### src/rtl/mw_pkg.sv
package mw_pkg;
  typedef enum logic [1:0] {SH_IDLE, SH_HDR, SH_DATA, SH_DONE} sh_state_e;
  typedef enum logic [1:0] {JOB_WRITE, JOB_ERASE, JOB_ERAL, JOB_WRAL} job_e;
  localparam logic [1:0] OP_EXT   = 2'b00;
  localparam logic [1:0] OP_WRITE = 2'b01;
  localparam logic [1:0] OP_ERASE = 2'b11;
  localparam logic [1:0] EXT_EWDS = 2'b00;
  localparam logic [1:0] EXT_WRAL = 2'b01;
  localparam logic [1:0] EXT_ERAL = 2'b10;
  localparam logic [1:0] EXT_EWEN = 2'b11;
endpackage

### src/rtl/mw_sync.sv
module mw_sync #(
  parameter int W      = 1,
  parameter int STAGES = 2
) (
  input  logic         clk_i,
  input  logic         rst_ni,
  input  logic [W-1:0] d_i,
  output logic [W-1:0] q_o
);
  logic [W-1:0] stg [STAGES];

  for (genvar s = 0; s < STAGES; s++) begin : g_stage
    always_ff @(posedge clk_i or negedge rst_ni) begin
      if (!rst_ni) stg[s] <= '0;
      else if (s == 0) stg[s] <= d_i;
      else stg[s] <= stg[(s == 0) ? 0 : s-1];
    end
  end

  assign q_o = stg[STAGES-1];
endmodule

### src/rtl/mw_shifter.sv
module mw_shifter
  import mw_pkg::*;
#(
  parameter int AW = 6,
  parameter int DW = 16
) (
  input  logic          clk_i,
  input  logic          rst_ni,
  input  logic          cs_i,
  input  logic          sclk_rise_i,
  input  logic          din_i,
  output logic          done_o,
  output logic [1:0]    op_o,
  output logic [AW-1:0] addr_o,
  output logic [DW-1:0] data_o
);
  localparam int HW = AW + 2;
  localparam int CW = $clog2(DW + 1);

  sh_state_e     state_q;
  logic [HW-1:0] hdr_q, hdr_nxt;
  logic [DW-1:0] data_q;
  logic [CW-1:0] cnt_q;
  logic          need_data;

  assign hdr_nxt   = {hdr_q[HW-2:0], din_i};
  assign need_data = (hdr_nxt[HW-1 -: 2] == OP_WRITE) ||
                     (hdr_nxt[HW-1 -: 2] == OP_EXT && hdr_nxt[AW-1 -: 2] == EXT_WRAL);

  always_ff @(posedge clk_i or negedge rst_ni) begin
    if (!rst_ni) begin
      state_q <= SH_IDLE;
      hdr_q   <= '0;
      data_q  <= '0;
      cnt_q   <= '0;
    end else if (!cs_i) begin
      state_q <= SH_IDLE;
    end else if (sclk_rise_i) begin
      unique case (state_q)
        SH_IDLE: if (din_i) begin
          state_q <= SH_HDR;
          cnt_q   <= '0;
          hdr_q   <= '0;
          data_q  <= '0;
        end
        SH_HDR: begin
          hdr_q <= hdr_nxt;
          if (cnt_q == CW'(HW-1)) begin
            cnt_q   <= '0;
            state_q <= need_data ? SH_DATA : SH_DONE;
          end else cnt_q <= cnt_q + 1'b1;
        end
        SH_DATA: begin
          data_q <= {data_q[DW-2:0], din_i};
          if (cnt_q == CW'(DW-1)) state_q <= SH_DONE;
          else cnt_q <= cnt_q + 1'b1;
        end
        default: ;
      endcase
    end
  end

  assign done_o = (state_q == SH_DONE);
  assign op_o   = hdr_q[HW-1 -: 2];
  assign addr_o = hdr_q[AW-1:0];
  assign data_o = data_q;
endmodule

### src/rtl/mw_ctrl.sv
module mw_ctrl
  import mw_pkg::*;
#(
  parameter int AW      = 6,
  parameter int DW      = 16,
  parameter int T_PROG  = 300,
  parameter int T_CSMIN = 8
) (
  input  logic          clk_i,
  input  logic          rst_ni,
  input  logic          cs_i,
  input  logic          done_i,
  input  logic [1:0]    op_i,
  input  logic [AW-1:0] addr_i,
  input  logic [DW-1:0] data_i,
  output logic          busy_o,
  output logic          wen_o,
  output logic          cs_short_o,
  output logic [AW-1:0] job_addr_o,
  output logic          wr_one_o,
  output logic          wr_all_o,
  output logic [AW-1:0] wr_addr_o,
  output logic [DW-1:0] wr_data_o
);
  localparam int TW = $clog2(T_PROG + 1);
  localparam int LW = $clog2(T_CSMIN + 1);

  logic          cs_q, cs_fall, cs_rise, accept, start;
  logic [1:0]    ext;
  logic [TW-1:0] timer_q;
  logic [LW-1:0] low_q;
  job_e          job_q, job_d;
  logic [DW-1:0] jdata_q;
  logic          prog_cmd, finish;

  assign cs_fall = cs_q & ~cs_i;
  assign cs_rise = ~cs_q & cs_i;
  assign accept  = cs_fall & done_i & ~busy_o;
  assign ext     = addr_i[AW-1 -: 2];

  always_comb begin
    prog_cmd = 1'b0;
    job_d    = JOB_WRITE;
    unique case (op_i)
      OP_WRITE: prog_cmd = 1'b1;
      OP_ERASE: begin prog_cmd = 1'b1; job_d = JOB_ERASE; end
      OP_EXT: begin
        if (ext == EXT_ERAL) begin prog_cmd = 1'b1; job_d = JOB_ERAL; end
        if (ext == EXT_WRAL) begin prog_cmd = 1'b1; job_d = JOB_WRAL; end
      end
      default: ;
    endcase
  end

  assign start  = accept & prog_cmd & wen_o;
  assign finish = busy_o & (timer_q == '0);

  always_ff @(posedge clk_i or negedge rst_ni) begin
    if (!rst_ni) begin
      cs_q       <= 1'b0;
      busy_o     <= 1'b0;
      wen_o      <= 1'b0;
      timer_q    <= '0;
      job_q      <= JOB_WRITE;
      job_addr_o <= '0;
      jdata_q    <= '0;
      low_q      <= LW'(T_CSMIN);
      cs_short_o <= 1'b0;
    end else begin
      cs_q <= cs_i;
      // select low-time watch
      if (cs_i) low_q <= '0;
      else if (low_q != LW'(T_CSMIN)) low_q <= low_q + 1'b1;
      if (cs_fall) cs_short_o <= 1'b0;
      else if (cs_rise) cs_short_o <= (low_q < LW'(T_CSMIN));
      // enable latch
      if (accept && op_i == OP_EXT) begin
        if (ext == EXT_EWEN) wen_o <= 1'b1;
        if (ext == EXT_EWDS) wen_o <= 1'b0;
      end
      if (start) begin
        busy_o     <= 1'b1;
        timer_q    <= TW'(T_PROG - 1);
        job_q      <= job_d;
        job_addr_o <= addr_i;
        jdata_q    <= data_i;
      end else if (finish) begin
        busy_o <= 1'b0;
      end else if (busy_o) begin
        timer_q <= timer_q - 1'b1;
      end
    end
  end

  // array write port: clear at start of WRITE, commit at end of cycle
  always_comb begin
    wr_one_o  = 1'b0;
    wr_all_o  = 1'b0;
    wr_addr_o = job_addr_o;
    wr_data_o = '1;
    if (start && job_d == JOB_WRITE) begin
      wr_one_o  = 1'b1;
      wr_addr_o = addr_i;
    end else if (finish) begin
      unique case (job_q)
        JOB_WRITE: begin wr_one_o = 1'b1; wr_data_o = jdata_q; end
        JOB_ERASE: wr_one_o = 1'b1;
        JOB_ERAL:  wr_all_o = 1'b1;
        JOB_WRAL:  begin wr_all_o = 1'b1; wr_data_o = jdata_q; end
      endcase
    end
  end
endmodule

### src/rtl/mw_array.sv
module mw_array #(
  parameter int AW = 6,
  parameter int DW = 16
) (
  input  logic          clk_i,
  input  logic          rst_ni,
  input  logic          wr_one_i,
  input  logic          wr_all_i,
  input  logic [AW-1:0] wr_addr_i,
  input  logic [DW-1:0] wr_data_i,
  input  logic [AW-1:0] rd_addr_i,
  output logic [DW-1:0] rd_data_o
);
  localparam int DEPTH = 1 << AW;

  logic [DW-1:0] mem [DEPTH];

  for (genvar w = 0; w < DEPTH; w++) begin : g_word
    always_ff @(posedge clk_i or negedge rst_ni) begin
      if (!rst_ni) mem[w] <= '1;
      else if (wr_all_i || (wr_one_i && wr_addr_i == AW'(w))) mem[w] <= wr_data_i;
    end
  end

  assign rd_data_o = mem[rd_addr_i];
endmodule

### src/rtl/mw_eeprom.sv
module mw_eeprom #(
  parameter int AW      = 6,
  parameter int DW      = 16,
  parameter int T_PROG  = 300,
  parameter int T_CSMIN = 8
) (
  input  logic          clk_i,
  input  logic          rst_ni,
  input  logic          cs_i,
  input  logic          sclk_i,
  input  logic          din_i,
  output logic          dout_o,
  output logic          dout_en_o,
  output logic          cs_short_o,
  input  logic [AW-1:0] dbg_addr_i,
  output logic [DW-1:0] dbg_data_o
);
  logic          cs_s, sclk_s, din_s, sclk_q, sclk_rise;
  logic          done, busy, wen, wr_one, wr_all;
  logic [1:0]    op;
  logic [AW-1:0] addr, job_addr, wr_addr;
  logic [DW-1:0] data, wr_data;

  mw_sync #(.W(3), .STAGES(2)) i_sync (
    .clk_i, .rst_ni,
    .d_i ({cs_i, sclk_i, din_i}),
    .q_o ({cs_s, sclk_s, din_s})
  );

  always_ff @(posedge clk_i or negedge rst_ni) begin
    if (!rst_ni) sclk_q <= 1'b0;
    else sclk_q <= sclk_s;
  end
  assign sclk_rise = sclk_s & ~sclk_q;

  mw_shifter #(.AW(AW), .DW(DW)) i_shifter (
    .clk_i, .rst_ni,
    .cs_i        (cs_s),
    .sclk_rise_i (sclk_rise),
    .din_i       (din_s),
    .done_o      (done),
    .op_o        (op),
    .addr_o      (addr),
    .data_o      (data)
  );

  mw_ctrl #(.AW(AW), .DW(DW), .T_PROG(T_PROG), .T_CSMIN(T_CSMIN)) i_ctrl (
    .clk_i, .rst_ni,
    .cs_i       (cs_s),
    .done_i     (done),
    .op_i       (op),
    .addr_i     (addr),
    .data_i     (data),
    .busy_o     (busy),
    .wen_o      (wen),
    .cs_short_o (cs_short_o),
    .job_addr_o (job_addr),
    .wr_one_o   (wr_one),
    .wr_all_o   (wr_all),
    .wr_addr_o  (wr_addr),
    .wr_data_o  (wr_data)
  );

  mw_array #(.AW(AW), .DW(DW)) i_array (
    .clk_i, .rst_ni,
    .wr_one_i  (wr_one),
    .wr_all_i  (wr_all),
    .wr_addr_i (wr_addr),
    .wr_data_i (wr_data),
    .rd_addr_i (dbg_addr_i),
    .rd_data_o (dbg_data_o)
  );

  assign dout_en_o = cs_s;
  assign dout_o    = cs_s & ~busy;
endmodule

### config.mk
export PLATFORM = sky130hd
export DESIGN_NAME = mw_eeprom
export DESIGN_NICKNAME = d
export VERILOG_FILES = /design/src/rtl/mw_pkg.sv /design/src/rtl/mw_sync.sv /design/src/rtl/mw_shifter.sv /design/src/rtl/mw_ctrl.sv /design/src/rtl/mw_array.sv /design/src/rtl/mw_eeprom.sv
export SDC_FILE = /design/constraint.sdc
export NUM_CORES = 2
export LEC_CHECK = 0
export ABC_AREA = 1
export CORE_UTILIZATION = 30
export DETAILED_ROUTE_END_ITERATION = 8
export DONT_BUFFER_PORTS = 1
export PLACE_DENSITY = 0.43
export SETUP_SLACK_MARGIN = 0.4
export SYNTH_ARGS = -nofsm -noshare
export SYNTH_HDL_FRONTEND = slang
export SYNTH_SLANG_ARGS = --single-unit
### constraint.sdc
create_clock -name clk_i -period 2.95 [get_ports clk_i]
set_clock_uncertainty 0.05 [all_clocks]
set_input_delay 0.4425 -clock clk_i [delete_from_list [all_inputs] [get_ports clk_i]]
set_output_delay 0.4425 -clock clk_i [all_outputs]
set_load 0.02 [all_outputs]
==> results.sh, run 1 <==
export IMPL_violations="hold timing, slew limit, setup timing"
export IMPL_synth_main_ff_cell="dfstp_2"
export IMPL_die_h_um=434
export IMPL_rsz0062_at_grt="true"
export IMPL_final_cell_mix="2403 x nand2_1, 1125 x nand3_1, 1025 x dfstp_2"
export IMPL_place_hpwl_um=128000
export IMPL_p_per_area_nw_per_um2=506
export IMPL_synth_top_family_by_area="simple AND/OR/NAND/NOR gates"
export IMPL_endpoint_kind="output port"
export IMPL_fillers=19000
export IMPL_synthCells=7171
export IMPL_synth_xor_area_share_pct=0.0469
export IMPL_drt_iter0_drc=4696
export IMPL_clockRootBuffer="clkbuf_16"
export IMPL_place_congestion=0.828
export IMPL_final_nets=7216
export IMPL_synthSimpleGateAreaFrac_pct=34.7
export IMPL_avgSynthCellArea_um2=7.81
export IMPL_regToRegSetupSlack_ns=0.17
export IMPL_num_antenna_cells=0
export IMPL_row_count=158
export IMPL_peakVddDrop_v=0.000428
export IMPL_post_route_period_util_pct=112
export IMPL_critical_path_arrival_ns=2.82
export IMPL_timing_hold_violations_final=184
export IMPL_finalInstanceArea_um2=70100
export IMPL_place_inst=9426
export IMPL_drc=0
export IMPL_antenna_left=0
export IMPL_cts_buffers_inserted=138
export IMPL_yosysWarnings=0
export IMPL_clock_path_buffers=3
export IMPL_grt_overflow=0
export IMPL_synthesis_area_um2=56000
export IMPL_ys_types=40
export IMPL_insertion_delay_ns=0.80
export IMPL_drt_wl_total_um=228000
export IMPL_startpoint_type="primary input"
export IMPL_htreeDepth=4
export IMPL_die_w_um=434
export IMPL_synth_edff_count=0
export IMPL_area_delta_synth_final_pct=25.3
export IMPL_max_cap_violations=0
export IMPL_slowest_stage="a21oi_1"
export IMPL_setup_slack_ns=-0.360
export IMPL_required_ns=2.46
export IMPL_num_vias=50900
export IMPL_synthAdderAreaFrac_pct=0.469
export IMPL_relSlewSlack_pct=-10.5
export IMPL_min_period_ns=3.31
export IMPL_grt_pass1_vias=49900
export IMPL_hold_class="in -> async"
export IMPL_cts_sinks=1103
export IMPL_antenna_found_initial=2
export IMPL_slew_violations=201
export IMPL_crit_cells=10
export IMPL_clkTransAtPathRegs_ns=0.06
export IMPL_ys_ff_latch=1103
export IMPL_regToRegStartpoint="i_shifter.hdr_q[6]"
export IMPL_setup_viol=16
export IMPL_r2r_cells=15
export IMPL_drt_pass1_iter_count=6
export IMPL_p_leak_nw=31.4
export IMPL_r2r_end="i_array.mem[383]"
export IMPL_grt_pass1_wl_um=339000
export IMPL_core_area_um2=185000
export IMPL_stdcell_count=9774
export IMPL_async_flop_share_pct=100
export IMPL_grt_use_total_pct=23.9
export IMPL_placed_cell_area_um2=60900
export IMPL_hold_ws_ns=-0.512
export IMPL_post_route_util_pct=37.8
export IMPL_critPathBufInv=2
export IMPL_layout_commonest_cell="nand2_1"
export IMPL_dieArea_um2=188000
export IMPL_status="finished with violations"
export IMPL_initial_core_util_pct=30.2
export IMPL_slowest_delay_ns=0.60
export IMPL_drive_gt1_share_pct=31.7
export IMPL_grt_max_degree=546
export IMPL_fmax_mhz=302
export IMPL_criticalPathCategory="in -> out"
export IMPL_wire_per_inst_um=23.3
export IMPL_synthMuxAreaShare_pct=0
export IMPL_tns_ns=-3.43
export IMPL_cp_top_family="compound AO/OA/AOI/OAI gates"
export IMPL_io_buffers=0
export IMPL_cts_hold_buf=3
export IMPL_io_pins=30
export IMPL_ys_seq_area_share_pct=51.6
export IMPL_worstMarginPinSlew_ns=1.66
export IMPL_synth_compound_area_share_pct=7.88
export IMPL_avgViaCountPerCell=5.20
export IMPL_path_cells="a21oi_1 > o21ai_4 > nand3_2 > nand2_4 > a21oi_1 > o21ai_2 > nand3_2 > nand2_2 > buf_12 > buf_12"
export IMPL_synth_nets=7203
export IMPL_cts_tree="built"
export IMPL_crit_fanout=545
## timing repair
item                                    4_1_cts  5_1_grt
hold endpoints to repair                    187      194
gates resized for setup                     461      397
endpoints found under the setup margin     1040     1042
cloned                                        8       10
buffers inserted                             46       29
pin swaps                                   214      243
## stage by stage
step	power [mW]	setup slack, ns
floorplan	16.7	0.400
global placement	17.8	-0.379
detailed placement	17.8	-0.440
CTS	35.8	-0.160
global route	36.7	-0.272
finish	35.5	-0.360
## worst max-delay path by stage
stage,to,start
global route,dbg_data_o[10],dbg_addr_i[0]
CTS,dbg_data_o[8],i_array.mem[952]
finish,dbg_data_o[10],dbg_addr_i[0]
floorplan,i_array.mem[613],i_shifter.hdr_q[4]
global placement,dbg_data_o[5],dbg_addr_i[0]
detailed placement,dbg_data_o[1],dbg_addr_i[0]
## Yosys cell counts (all sizes together), types with 2 or more instances
cell type	instances	area share, %
o21a	2	0.027
o21ai	517	4.6
inv	112	0.75
o31ai	2	0.027
a21oi	56	0.52
o211ai	2	0.027
nand4	3	0.034
nor2	471	3.5
nor3	2	0.018
nand2	2815	20
o22ai	234	2.6
clkbuf	412	2.8
clkinv	2	0.013
ha	21	0.47
dfrtp	78	3.5
nand3	1243	11
dfstp	1025	48
buf	165	1.8
xor2	2	0.031
## sequential cells by signal, summed over array words and instances, names as in the netlist, 2 cells and up
name	flops
i_array.mem	1024
i_ctrl.job_q	2
i_ctrl.jdata_q	16
i_shifter.cnt_q	5
i_ctrl.job_addr_o	6
i_ctrl.low_q	4
i_ctrl.timer_q	9
i_sync.stg	3
i_sync.q_o	3
i_shifter.data_o	16
i_shifter.state_q	2
i_shifter.hdr_q	8
## cells by family (layout without fill, tap and decap cells)
family                     Yosys count  count (layout)
DFF                               1103            1103
xor gates and xnor gates             3               3
adders and majority gates           21              21
AOI/OAI and AO/OA                  815             815
buffers and inverters              691             804
and+or+nand+nor                   4538            4548
## report_power, final
part	internal, mW	switching [mW]
clock	10.3	7.25
combinational	0.905	1.68
sequential	15.3	0.0522
total	26.5	8.98
## metal layers
metal  global-route usage (%)  vias up  wire length [um]
met5                        0        -                 0
met4                     8.53        0              7960
met3                     3.01      330             11200
met2                     37.9     1322            106000
met1                     33.3    25700            103000
li1                         -    23500                 -
## layout make-up
class | instances | area (um^2) | share of cell area [%]
Sequential cell | 1103 | 28900 | 41.2
Timing Repair Buffer | 440 | 5690 | 8.12
Clock inverter | 39 | 504 | 0.719
Inverter | 114 | 477 | 0.680
Tap cell | 2480 | 3100 | 4.42
Multi-Input combinational cell | 5387 | 27400 | 39.0
Clock buffer | 211 | 4130 | 5.89
Power figures use the tool's default switching activity.
==> run 2: changes to the inputs <==
- PLACE_DENSITY: 0.43 -> 0.44
==> results.sh, run 2 (synthesis gave the netlist of run 1 again) <==
export IMPL_relSlewSlack_pct=8.09
export IMPL_regToRegSetupSlack_ns=0.20
export IMPL_cts_sinks=1103
export IMPL_area_delta_synth_final_pct=26.8
export IMPL_hold_class="in -> reg"
export IMPL_layout_commonest_cell="nand2_1"
export IMPL_r2r_cells=17
export IMPL_core_area_um2=185000
export IMPL_dieArea_um2=188000
export IMPL_die_h_um=434
export IMPL_endpoint_kind="output port"
export IMPL_cts_tree="built"
export IMPL_cts_buffers_inserted=139
export IMPL_clockRootBuffer="clkbuf_16"
export IMPL_post_route_util_pct=38.3
export IMPL_p_leak_nw=31.5
export IMPL_final_nets=7199
export IMPL_avgViaCountPerCell=5.25
export IMPL_initial_core_util_pct=30.2
export IMPL_worstMarginPinSlew_ns=1.38
export IMPL_grt_pass1_wl_um=337000
export IMPL_hold_path_cell_count=1
export IMPL_htreeDepth=4
export IMPL_hold_ws_ns=0.174
export IMPL_rsz0062_at_grt="true"
export IMPL_slew_violations=0
export IMPL_status="finished with violations"
export IMPL_setup_slack_ns=-0.563
export IMPL_crit_fanout=546
export IMPL_largest_reg_flops=1024
export IMPL_antenna_found_initial=0
export IMPL_p_per_area_nw_per_um2=500
export IMPL_peakVddDrop_v=0.000666
export IMPL_grt_max_degree=546
export IMPL_grt_pass1_vias=50400
export IMPL_antenna_left=0
export IMPL_final_cell_mix="2398 x nand2_1, 1058 x nand3_1, 1025 x dfstp_2"
export IMPL_hold_end="i_sync.stg[5]"
export IMPL_startpoint_type="primary input"
export IMPL_setup_viol=16
export IMPL_clkTransAtPathRegs_ns=0.05
export IMPL_grt_use_total_pct=23.6
export IMPL_post_route_period_util_pct=119
export IMPL_power_mw=35.5
export IMPL_wire_per_inst_um=23.1
export IMPL_pre_cts_ws_ns=-0.596
export IMPL_clock_path_buffers=3
export IMPL_drc=0
export IMPL_place_congestion=0.850
export IMPL_r2r_end="i_array.mem[86]"
export IMPL_io_pins=30
export IMPL_drive_gt1_share_pct=32.5
export IMPL_criticalPathCategory="in -> out"
export IMPL_regToRegStartpoint="i_shifter.hdr_q[4]"
export IMPL_place_hpwl_um=126000
export IMPL_grt_overflow=0
export IMPL_insertion_delay_ns=0.80
export IMPL_critical_path_arrival_ns=3.02
export IMPL_drt_pass1_iter_count=6
export IMPL_io_buffers=0
export IMPL_top_register="i_array.mem"
export IMPL_required_ns=2.46
export IMPL_violations="setup timing"
export IMPL_fmax_mhz=285
export IMPL_min_period_ns=3.51
export IMPL_row_count=158
export IMPL_holdCritStartpoint="cs_i"
export IMPL_drt_wl_total_um=226000
export IMPL_num_vias=51200
export IMPL_die_w_um=434
export IMPL_drt_iter0_drc=4653
export IMPL_num_antenna_cells=0
export IMPL_max_cap_violations=0
export IMPL_timing_hold_violations_final=0
[run 2: worst max path at each step]
stage	from	to	slack (ns)	cells after the start
2_1_floorplan	i_shifter.hdr_q[4]	i_array.mem[613]	0.40	16
3_3_place_gp	dbg_addr_i[0]	dbg_data_o[3]	-0.60	11
3_5_place_dp	dbg_addr_i[0]	dbg_data_o[3]	-0.60	11
4_1_cts	i_array.mem[659]	dbg_data_o[3]	-0.19	9
5_1_grt	i_array.mem[282]	dbg_data_o[10]	-0.19	10
6_report	dbg_addr_i[0]	dbg_data_o[13]	-0.56	10
[run 2: final cells by class]
type | count | area [um^2]
multi-input cells | 5394 | 28000
inverters | 114 | 472
well taps | 2480 | 3100
clock inverters | 37 | 487
repair inverters | 1 | 11.3
flip-flops and latches | 1103 | 28900
repair buffers | 414 | 5840
clock buffers | 212 | 4190
fillers | 19000 | 114000
[run 2: power by group]
part           switching, mW  internal (mW)
Sequential            0.0486           15.3
Combinational           1.64          0.884
Clock                   7.25           10.4
[run 2: stage by stage]
stage               setup TNS (ns)  area [um^2]  cells
floorplan                        0        56000   7171
global placement             -3.70        60600   9396
detailed placement           -3.35        60600   9396
CTS                          -2.68        68200   9699
global route                 -2.79        71000   9755
finish                       -4.68        71000   9755
[run 2: worst max-delay path: stages]
cell and delay (ns):
o21ai_0 0.75, o22ai_1 0.15, nand2_1 0.13, nand2_2 0.13
nand2_1 0.12, nand3_2 0.14, nand3_1 0.17, nand2_2 0.09
buf_12 0.13, buf_12 0.12
[run 2: what timing repair did]
| item | 4_1_cts | 5_1_grt |
|---|---|---|
| hold buffers | 4 | 0 |
| pin swaps | 173 | 302 |
| buffers inserted | 34 | 36 |
| hold endpoints to repair | 102 | 0 |
| setup endpoints to repair | 1040 | 1039 |
| resized for setup | 487 | 496 |
| gates cloned | 16 | 20 |
[run 2: per-layer routing]
metal / global-route usage (%) / wire length [um]
met2: 37.1 / 104000
met3: 3.02 / 11700
met1: 33.0 / 102000
met4: 8.47 / 7960
met5: 0 / 0
